File: src/rtl/stx_pkg.sv
// Package: shared constants and the decoded setup word for the serial transmitter.
// Assumes the setup layout [30] flow-off, [29:28] width code, [27] two stops,
// [26] parity on, [25] parity fixed, [24] parity select, [23:0] bit period.
package stx_pkg;
    localparam int SETUP_W = 31;
    localparam int DATA_W  = 8;
    localparam int DIV_W   = 24;
    localparam int FRAME_W = DATA_W + 4;
    localparam int CNT_W   = $clog2(FRAME_W + 1);

    typedef struct packed {
        logic             fc_off;
        logic [1:0]       len_code;
        logic             two_stop;
        logic             par_en;
        logic             par_fixed;
        logic             par_sel;
        logic [DIV_W-1:0] div;
    } cfg_t;

    function automatic cfg_t decode_setup(input logic [SETUP_W-1:0] s);
        cfg_t c;
        c.fc_off    = s[30];
        c.len_code  = s[29:28];
        c.two_stop  = s[27];
        c.par_en    = s[26];
        c.par_fixed = s[25];
        c.par_sel   = s[24];
        c.div       = s[DIV_W-1:0];
        return c;
    endfunction
endpackage

File: src/rtl/stx_framer.sv
// Module: builds the full frame bit vector (bit 0 first on the wire) and its
// length from a data word and the format fields. Purely combinational.
// Assumes len_code selects DATA_W down to DATA_W-3 data bits.
module stx_framer
    import stx_pkg::*;
(
    input  logic [DATA_W-1:0]  data_i,
    input  logic [1:0]         len_code_i,
    input  logic               two_stop_i,
    input  logic               par_en_i,
    input  logic               par_fixed_i,
    input  logic               par_sel_i,
    output logic [FRAME_W-1:0] frame_o,
    output logic [CNT_W-1:0]   nbits_o
);
    logic [CNT_W-1:0]  width;
    logic [DATA_W-1:0] masked;
    logic              par_bit;

    assign width = CNT_W'(DATA_W) - CNT_W'(len_code_i);

    // Clear data bits beyond the selected width
    genvar gi;
    generate
        for (gi = 0; gi < DATA_W; gi++) begin : g_mask
            assign masked[gi] = (CNT_W'(gi) < width) ? data_i[gi] : 1'b0;
        end
    endgenerate

    // Parity: fixed level, or odd/even over the sent bits
    assign par_bit = par_fixed_i ? par_sel_i : (par_sel_i ? ^masked : ~^masked);

    // Place start, data, parity; remaining positions stay high as stop bits
    always_comb begin
        frame_o    = '1;
        frame_o[0] = 1'b0;
        for (int i = 0; i < DATA_W; i++) begin
            if (CNT_W'(i) < width) frame_o[i+1] = masked[i];
        end
        for (int k = 0; k < 4; k++) begin
            if (par_en_i && width == CNT_W'(DATA_W - 3 + k)) frame_o[DATA_W-2+k] = par_bit;
        end
    end

    assign nbits_o = CNT_W'(2) + width + CNT_W'(par_en_i) + CNT_W'(two_stop_i);
endmodule

File: src/rtl/stx_bit_timer.sv
// Module: down-counter that measures one bit period. A load sets the count,
// which then falls to zero; expired_o is high while the count is zero.
// Assumes load_val_i is the period minus one.
module stx_bit_timer #(
    parameter int W = 24
) (
    input  logic         clk,
    input  logic         rst_n,
    input  logic         load_i,
    input  logic [W-1:0] load_val_i,
    output logic         expired_o
);
    logic [W-1:0] cnt;

    // Reload on request, else count down to zero and hold
    always_ff @(posedge clk) begin
        if (!rst_n)            cnt <= '0;
        else if (load_i)       cnt <= load_val_i;
        else if (cnt != '0)    cnt <= cnt - 1'b1;
    end

    assign expired_o = (cnt == '0);
endmodule

File: src/rtl/serial_tx.sv
// Module: serial transmitter top. Accepts a word, latches the format, shifts
// the frame out one bit per period, and handles break and ready-to-send.
// Assumes rts_i and brk_i are already synchronous to clk.
module serial_tx
    import stx_pkg::*;
(
    input  logic               clk,
    input  logic               rst_n,
    input  logic [SETUP_W-1:0] setup_i,
    input  logic [DATA_W-1:0]  data_i,
    input  logic               wr_i,
    input  logic               brk_i,
    input  logic               rts_i,
    output logic               tx_o,
    output logic               busy_o
);
    cfg_t               cfg;
    logic [FRAME_W-1:0] frame;
    logic [CNT_W-1:0]   nbits;
    logic               busy_q, line_q, brk_q;
    logic [FRAME_W-2:0] shreg;
    logic [CNT_W-1:0]   left_q;
    logic [DIV_W-1:0]   div_m1_q, div_m1_new, load_val;
    logic               accept, step, load, expired;

    assign cfg        = decode_setup(setup_i);
    assign div_m1_new = (cfg.div == '0) ? '0 : cfg.div - 1'b1;
    assign accept     = wr_i && !busy_q && !brk_i && (rts_i || cfg.fc_off);
    assign step       = busy_q && !brk_q && !brk_i && expired;
    assign load       = accept || (step && left_q != '0);
    assign load_val   = accept ? div_m1_new : div_m1_q;

    stx_framer u_framer (
        .data_i      (data_i),
        .len_code_i  (cfg.len_code),
        .two_stop_i  (cfg.two_stop),
        .par_en_i    (cfg.par_en),
        .par_fixed_i (cfg.par_fixed),
        .par_sel_i   (cfg.par_sel),
        .frame_o     (frame),
        .nbits_o     (nbits)
    );

    stx_bit_timer #(.W(DIV_W)) u_timer (
        .clk        (clk),
        .rst_n      (rst_n),
        .load_i     (load),
        .load_val_i (load_val),
        .expired_o  (expired)
    );

    // Sequencer: break has priority, then break exit, then launch or shift
    always_ff @(posedge clk) begin
        if (!rst_n) begin
            busy_q   <= 1'b0;
            line_q   <= 1'b1;
            brk_q    <= 1'b0;
            shreg    <= '1;
            left_q   <= '0;
            div_m1_q <= '0;
        end else if (brk_i) begin
            brk_q  <= 1'b1;
            busy_q <= 1'b1;
            line_q <= 1'b0;
            left_q <= '0;
        end else if (brk_q) begin
            brk_q  <= 1'b0;
            busy_q <= 1'b0;
            line_q <= 1'b1;
        end else if (accept) begin
            busy_q   <= 1'b1;
            line_q   <= frame[0];
            shreg    <= frame[FRAME_W-1:1];
            left_q   <= nbits - 1'b1;
            div_m1_q <= div_m1_new;
        end else if (step) begin
            if (left_q == '0) begin
                busy_q <= 1'b0;
                line_q <= 1'b1;
            end else begin
                line_q <= shreg[0];
                shreg  <= {1'b1, shreg[FRAME_W-2:1]};
                left_q <= left_q - 1'b1;
            end
        end
    end

    assign tx_o   = line_q;
    assign busy_o = busy_q;

    AST_IDLE_HIGH: assert property (@(posedge clk) disable iff (!rst_n)
        !busy_o |-> tx_o);
    AST_START_AFTER_ACCEPT: assert property (@(posedge clk) disable iff (!rst_n)
        (wr_i && !busy_o && !brk_i && (rts_i || setup_i[30])) |=> (busy_o && !tx_o));
    AST_BREAK_LOW: assert property (@(posedge clk) disable iff (!rst_n)
        brk_i |=> (busy_o && !tx_o));
    AST_RTS_BLOCKS: assert property (@(posedge clk) disable iff (!rst_n)
        (!busy_o && !brk_i && !rts_i && !setup_i[30]) |=> (!busy_o && tx_o));
    AST_LINE_HOLDS_BIT: assert property (@(posedge clk) disable iff (!rst_n)
        (busy_q && !brk_q && !brk_i && !expired) |=> $stable(tx_o));
endmodule

File: config.mk
export PLATFORM = sky130hd
export DESIGN_NAME = serial_tx
export DESIGN_NICKNAME = d
export VERILOG_FILES = /design/src/rtl/stx_pkg.sv /design/src/rtl/stx_framer.sv /design/src/rtl/stx_bit_timer.sv /design/src/rtl/serial_tx.sv
export SDC_FILE = /design/constraint.sdc
export NUM_CORES = 1
export LEC_CHECK = 0
export BUFFER_PORTS_ARGS = -buffer_cell sky130_fd_sc_hd__buf_2
export CAP_MARGIN = 25
export CORE_ASPECT_RATIO = 0.9
export CORE_MARGIN = 2
export CORE_UTILIZATION = 35
export DETAILED_ROUTE_END_ITERATION = 16
export PLACE_DENSITY_LB_ADDON = 0.25
export SKIP_LAST_GASP = 1
export SYNTH_ARGS = -nofsm -noshare
export SYNTH_HDL_FRONTEND = slang
export SYNTH_SLANG_ARGS = --single-unit
export TNS_END_PERCENT = 100
File: constraint.sdc
create_clock -name clk -period 6.1 [get_ports clk]
set_input_delay 0 -clock clk [delete_from_list [all_inputs] [get_ports clk]]
set_output_delay 0 -clock clk [all_outputs]
set_load 0.05 [all_outputs]
==> impl_metrics.toml, run 1 <==
[layout]
drive_gt1_share_pct = 15.75
multi_input_area_um2 = 2726
diodes = 0
syn_to_final_growth_pct = 17.26
final_cell_mix = "nor2_1 (81), dfxtp_1 (64), buf_2 (45), nand2_1 (44), nor3_1 (29)"
final_nets = 619
ff_latch_area_um2 = 1281
layoutNonFillerInstCount = 721
final_common_cell = "nor2_1"
num-fill-cells = 1183

[grt]
grt_max_degree = 38
grt_overflow_total = 0
first_global_vias = 3719
antenna_found_initial = 0
grt_use_total_pct = 18.95
grt_pass1_wl_um = 19220

[drt]
top_layer_used = "met4"
route.met3.wl_um = 468
met2WireLength_um = 5145
vias = 3993
drtIter0Drc = 239
drt-wirelength-per-cell_um = 16.40
wl_met1_um = 6082
ant_nets = 0
vias_per_cell = 5.538
firstDrtPassIters = 4
wirelength_um = 11830
drcViolationCount = 0

[die]
die-width_um = 118.8
die_h_um = 107.3
start_util_pct = 36.17
die_area_um2 = 12750
rows = 37
num_io_pins = 46
core_area_um2 = 11480

[timing]
final_hold_viol_count = 0
setup_ws_ns = 3.145
clock.fmax_mhz = 338.4
finalSetupTns_ns = 0
worst_pin_slew_ns = 0.8405
finalCritPeriodShare_pct = 48.45
rsz0062_at_grt = "no"
final_max_slew_viol_count = 0
setup_viol = 0
slew_headroom_pct = 43.76
fin_crit_ns = 2.955
fin_hold_ws_ns = 0.02057
clock_skew_ns = 0.005869

[clock_network]
h-tree-depth = 3
ctsHoldBuffers = 0
cts_setup_buffers = 0
cts_root_buf = "clkbuf_16"
clk_latency_ns = 0.33
cts.sinks = 64
clk_pin_slew_worst_paths_ns = 0.06
clk_path_buf_depth = 2
numCtsBuffers = 9
post_cts_resize_count = 0
cts_tree = "yes"

[setup_path]
cp.required_ns = 6.29
cp.arrival_ns = 3.14
worstRegToRegCells = 6
critPathMaxFanout = 16
end_kind = "flip-flop"
crit_type = "reg -> reg"
setup.worst_path.start_class = "flip-flop"

[power_and_ir_drop]
vdd_drop_max_uv = 126.3
power_density_nw_per_um2 = 352.1
totalPowerFinal_uw = 1715
p_leak_uw = 0.001806

[logic_synthesis]
syn_area_um2 = 4153
ys_async_sr_fraction_pct = 0
syn-num-nets = 583
synthCells = 524
avgSynthCellArea_um2 = 7.925
ys_types = 67
yosysWarnings = 0
synthFlopType = "dfxtp_1"
synth_edf_count = 0
seq_area_frac_synth_pct = 30.85
ys_ff_latch = 64

[placed_design]
dp_hpwl_um = 8587
pre_cts_ws_ns = 3.159
io_buffers = 45
dp.cells = 704
gp_congestion = 0.8497

[min_path]
hold_depth = 3
min_path_type = "in -> reg"

[job]
timing.max_cap.violations = 0

[status]
outcome = "completed"
## layer usage
layer | up-vias | GRT usage (%)
li1 | 1991 | -
met1 | 1890 | 27.40
met2 | 99 | 28.98
met3 | 13 | 2.701
met4 | 0 | 6.122
met5 | - | 0
## area by class of cell
| cell class | instances | area share [%] |
|---|---|---|
| Timing Repair Buffer | 49 | 5.242 |
| Clock inverter | 5 | 2.107 |
| Inverter | 15 | 1.156 |
| Sequential cell | 64 | 26.31 |
| Tap cell | 156 | 4.008 |
| Multi-Input combinational cell | 421 | 55.99 |
| Clock buffer | 11 | 5.190 |
## stage by stage
step,cell area [µm²],util (%)
2_1_floorplan,4153,-
3_3_place_gp,4499,39.19
3_5_place_dp,4507,39.25
4_1_cts,4862,42.35
5_1_grt,4870,42.42
6_report,4870,42.42
## Yosys cell counts (all sizes together), types with 7 or more instances
library cell   n  share of area (%)
clkbuf        19                1.7
ha            14                4.2
nand3         10                1.2
o21ai         17                2.0
inv           15                1.4
a211oi        16                2.9
o311ai         8                1.7
dfxtp         64                 31
xnor2         28                5.9
xor2          14                3.0
a21oi         29                3.6
nand2         45                4.2
or3            7                1.2
a22oi         11                2.1
nor4          16                3.2
nor3          30                3.9
or4           10                2.0
nand2b         7                1.1
nor2          83                7.6
## critical path, stage by stage (launching register included)
cell,delay [ns]
dfxtp_1,0.36
nor4_4,0.55
nand4b_2,0.38
nor3_4,0.68
nor2_2,0.25
a221oi_1,0.48
nor3_1,0.10
## cells by family after synthesis
logic type                 share of synthesized area [%]
DFF                                                30.85
muxes                                              1.265
xor gates and xnor gates                           8.858
AOI/OAI and AO/OA                                  19.61
and+or+nand+nor                                    31.00
buffers and inverters                              3.706
adders and majority gates                          4.700
## registers in the layout (all words and copies together) (netlist names)
register and cells:
tx_o 1, div_m1_q 24, left_q 4, busy_o 1
u_timer.cnt 24, brk_q 1, shreg 9
## worst paths after layout
path	start	endpoint	slack, ns
worst max register to register	u_timer.cnt[2]	u_timer.cnt[10]	3.14
worst min-delay path	data_i[4]	shreg[4]	0.02
worst max-delay path	u_timer.cnt[2]	u_timer.cnt[10]	3.14
worst min register to register	div_m1_q[4]	div_m1_q[4]	0.46
## report_power, final
| group | internal [µW] | switching [µW] | total [µW] |
|---|---|---|---|
| Combinational | 232 | 326 | 557 |
| Sequential | 481 | 66.4 | 547 |
| Clock | 420 | 190 | 610 |
| Total | 1130 | 582 | 1710 |
Note: power is estimated with default switching activity, not from simulation.
==> inputs of run 2 (changes only) <==
==> constraint.sdc (replaced) <==
create_clock -name clk -period 2.6 [get_ports clk]
set_input_delay 0 -clock clk [delete_from_list [all_inputs] [get_ports clk]]
set_output_delay 0 -clock clk [all_outputs]
set_load 0.05 [all_outputs]
==> impl_metrics.toml, run 2 (synthesis results as in run 1) <==
[setup_path]
crit_type = "reg -> reg"
end_kind = "flip-flop"
max_stage_delay_ns = 0.64
setup.worst_path.start_class = "flip-flop"
cp.required_ns = 2.81
slowest_stage = "or4_1"
cp_cell_sequence = "nor4_2 > nand4b_2 > or4_1 > a2111oi_0 > nor2_1"
cp.arrival_ns = 2.63
rrSetupSlack_ns = 0.18
critPathMaxFanout = 8

[timing]
rsz0062_at_grt = "no"
setup_viol = 0
final_hold_viol_count = 0
finalCritPeriodShare_pct = 93.05
final_max_slew_viol_count = 0
fin_crit_ns = 2.419
setup_ws_ns = 0.1808
clock_skew_ns = 0.003967
finalSetupTns_ns = 0
fin_hold_ws_ns = 0.03544
slew_headroom_pct = 51.03
worst_pin_slew_ns = 0.7319
clock.fmax_mhz = 413.4

[clock_network]
clk_pin_slew_worst_paths_ns = 0.05
cts_tree = "yes"
cts_root_buf = "clkbuf_16"
post_cts_resize_count = 0
ctsHoldBuffers = 0
cts.sinks = 64
clk_path_buf_depth = 2
numCtsBuffers = 9
cts_setup_buffers = 0
clk_latency_ns = 0.33
h-tree-depth = 3

[placed_design]
dp_hpwl_um = 9039
io_buffers = 45
gp_congestion = 0.9462
pre_cts_ws_ns = 0.09446

[power_and_ir_drop]
internal-power_uw = 2550
p_leak_uw = 0.001875
p_switching_uw = 1398
combPwrFrac_pct = 36.5
power_density_nw_per_um2 = 793.0
swShare_pct = 35.41
seq_power_share_pct = 32.5
p_clk_share_pct = 31.0
totalPowerFinal_uw = 3948
vdd_drop_max_uv = 333.1

[grt]
use_met2_pct = 29.06
grt-busiest-layer = "met2"
grt_max_degree = 34
grt_use_total_pct = 19.44
grt_overflow_total = 0
grt_pass1_wl_um = 19660
use_met1_pct = 28.51
grt_use_met3_pct = 3.072
first_global_vias = 3814
antenna_found_initial = 0

[drt]
wirelength_um = 11910
vias = 4053
drt-wirelength-per-cell_um = 16.13
vias_per_cell = 5.492
drtIter0Drc = 240
ant_nets = 0
drcViolationCount = 0
firstDrtPassIters = 5

[layout]
final_nets = 636
top_regs = "div_m1_q (24), u_timer.cnt (24), shreg (9)"
drive_gt1_share_pct = 18.21
syn_to_final_growth_pct = 19.89
final_common_cell = "nor2_1"
final_cell_mix = "nor2_1 (81), dfxtp_1 (64), buf_2 (45), nand2_1 (44), nor3_1 (29)"
diodes = 0

[status]
outcome = "completed"

[die]
die_area_um2 = 12750
die_h_um = 107.3
num_io_pins = 46
core_area_um2 = 11480
start_util_pct = 36.17
die-width_um = 118.8
rows = 37

[job]
timing.max_cap.violations = 0

[min_path]
min_path_type = "in -> reg"
==> run 2: cell types whose count changed in the layout (fill, tap and decap cells not counted), sizes merged <==
| cell | change |
|---|---|
| buf | +17 |
| bufinv | -2 |
| clkbuf | +2 |
| clkinv | +1 |
| clkinvlp | -1 |
==> run 2: final timing paths <==
check	from	end	cells past startpoint
worst min-delay path	data_i[4]	shreg[4]	3
worst max-delay path	u_timer.cnt[11]	shreg[7]	5
worst min register to register	div_m1_q[3]	div_m1_q[3]	2
worst max register to register	u_timer.cnt[11]	shreg[7]	5
==> run 2: worst max-delay path: cells and delay by family, from the launching register on <==
kind	cells	cell delay, ns
AO/OA/AOI/OAI	1	0.46
flip-flops	1	0.35
AND/OR/NAND/NOR	4	1.48
==> run 2: metal layers <==
metal	part of all wire (%)	up-vias
li1	-	2022
met1	51	1901
met4	1.0	0
met2	43	122
met5	0	-
met3	4.9	8
==> run 2: cell type report <==
class | instances | area [µm²]
tap | 156 | 195.2
inverter | 15 | 56.30
clock buffer | 13 | 260.3
fill | 1198 | 6502
multi-input combinational | 421 | 2738
clock inverter | 3 | 40.04
sequential | 64 | 1281
timing repair buffer | 66 | 407.9
==> run 2: metrics by stage <==
step	cell area (µm²)	instances	utilization, %
detailed placement	4667	722	40.65
finish	4979	738	43.36
floorplan	4153	524	-
global route	4979	738	43.36
CTS	4967	738	43.27
global placement	4667	722	40.65
==> run 2: power groups by stage <==
stage,combinational (µW),sequential (µW),clock (µW)
final,1440,1280,1220
after global routing,1600,1310,1290
after CTS,1430,1280,1230
after detailed placement,1410,1300,0
after global placement,1400,1290,0
after floorplan,983,1280,0
==> inputs of run 3 (changes only) <==
==> constraint.sdc (replaced) <==
create_clock -name clk -period 2.6 [get_ports clk]
set_input_delay 0.52 -clock clk [delete_from_list [all_inputs] [get_ports clk]]
set_output_delay 0.52 -clock clk [all_outputs]
set_load 0.05 [all_outputs]
==> impl_metrics.toml, run 3 (synthesis results as in run 1) <==
[placed_design]
gp_congestion = 0.8700
placed_area_um2 = 4850
io_buffers = 45
dp_hpwl_um = 9305
dp.cells = 748
pre_cts_ws_ns = -0.04675

[grt]
grt_use_total_pct = 20.16
grt_pass1_wl_um = 20640
grt_max_degree = 47
first_global_vias = 4080
grt_overflow_total = 0
antenna_found_initial = 0

[timing]
setup_viol = 0
rsz0062_at_grt = "no"
clock_skew_ns = 0.004994
finalSetupTns_ns = 0
setup_ws_ns = 0.1795
clock.fmax_mhz = 413.1
finalCritPeriodShare_pct = 93.10
final_hold_viol_count = 0
slew_headroom_pct = 46.59
fin_crit_ns = 2.421
final_max_slew_viol_count = 0
worst_pin_slew_ns = 0.7810
fin_hold_ws_ns = 0.4603

[die]
die-width_um = 118.8
core_area_um2 = 11480
die_area_um2 = 12750
rows = 37
die_h_um = 107.3
num_io_pins = 46
start_util_pct = 36.17

[setup_path]
setup.worst_path.start_class = "flip-flop"
path_delay_family = "simple AND/OR/NAND/NOR gates"
slowest_stage = "or4_1"
cp_cell_sequence = "nor4_4 > nand4b_2 > or4_1 > a2111oi_0 > nor2_1"
crit_buf_inv = 0
crit_type = "reg -> reg"
cp.arrival_ns = 2.63
end_kind = "flip-flop"
cp.required_ns = 2.81
max_stage_delay_ns = 0.65
critPathMaxFanout = 8

[power_and_ir_drop]
vdd_drop_max_uv = 297.2
swShare_pct = 35.61
p_switching_uw = 1450
p_leak_uw = 0.002001
combPwrFrac_pct = 36.3
internal-power_uw = 2621
p_clk_share_pct = 31.8
seq_power_share_pct = 32.0
power_density_nw_per_um2 = 785.9

[status]
outcome = "completed"

[clock_network]
cts_tree = "yes"
ctsHoldBuffers = 0
numCtsBuffers = 9
cts.sinks = 64
clk_path_buf_depth = 2
clk_latency_ns = 0.34
h-tree-depth = 3
clk_pin_slew_worst_paths_ns = 0.06
cts_root_buf = "clkbuf_16"

[drt]
vias_per_cell = 5.517
ant_nets = 0
firstDrtPassIters = 5
drcViolationCount = 0
vias = 4215
drtIter0Drc = 295
drt-wirelength-per-cell_um = 16.09
wirelength_um = 12290

[layout]
final_common_cell = "nor2_1"
diodes = 0
num-fill-cells = 1203
layoutNonFillerInstCount = 764
top_regs = "div_m1_q (24), u_timer.cnt (24), shreg (9)"
final_area_um2 = 5180
final_nets = 662
final_cell_mix = "nor2_1 (81), dfxtp_1 (64), buf_4 (46), buf_2 (45), nand2_1 (44)"
syn_to_final_growth_pct = 24.74
drive_gt1_share_pct = 21.71

[job]
timing.max_cap.violations = 0

[min_path]
min_path_type = "reg -> reg"
[run 3: power by group through the flow]
| stage | sequential, µW | combinational, µW | clock [µW] |
|---|---|---|---|
| 6_report | 1300 | 1480 | 1290 |
| 5_1_grt | 1320 | 1630 | 1350 |
| 4_1_cts | 1290 | 1450 | 1310 |
| 3_5_place_dp | 1310 | 1440 | 0 |
| 3_3_place_gp | 1300 | 1430 | 0 |
| 2_1_floorplan | 1280 | 983 | 0 |
[run 3: area by class of cell]
cell class / count / area (µm²) / area share [%]
clock buffers: 9 / 225.2 / 4.348
clock inverters: 7 / 96.34 / 1.860
inverters: 15 / 56.30 / 1.087
multi-input cells: 421 / 2735 / 52.80
flip-flops and latches: 64 / 1281 / 24.73
well taps: 156 / 195.2 / 3.768
repair buffers: 92 / 590.6 / 11.40
[run 3: worst paths after layout]
path	cells after the start	from	to	slack (ns)
worst min-delay path	2	div_m1_q[3]	div_m1_q[3]	0.46
worst max-delay path	5	u_timer.cnt[11]	shreg[7]	0.18
worst max register to register	5	u_timer.cnt[11]	shreg[7]	0.18
worst min register to register	2	div_m1_q[3]	div_m1_q[3]	0.46
[run 3: what timing repair did]
action                                  4_1_cts  5_1_grt
endpoints found under the setup margin        0        4
buffers inserted                              0        0
resized for setup                             0        1
[run 3: worst reg2reg max path, stage by stage (launching register included)]
cell and delay (ns):
dfxtp_1 0.38, nor4_4 0.41, nand4b_2 0.37, or4_1 0.65
a2111oi_0 0.42, nor2_1 0.07
[run 3: per-stage QoR]
stage,power (µW),utilization (%)
after floorplan,2262,-
after global routing,4307,45.12
after CTS,4049,45.04
final,4071,45.12
after global placement,2726,42.24
after detailed placement,2745,42.24
[run 3: routing by layer]
layer  GRT usage [%]  share of wire [%]  routed length [µm]  vias to the layer above
met2           31.08                 43                5308                      132
met3           2.860                5.3                 656                       19
met1           28.52                 50                6088                     1994
met5               0                  0                   0                        -
met4           7.568                1.9                 238                        0
li1                -                  -                   -                     2070
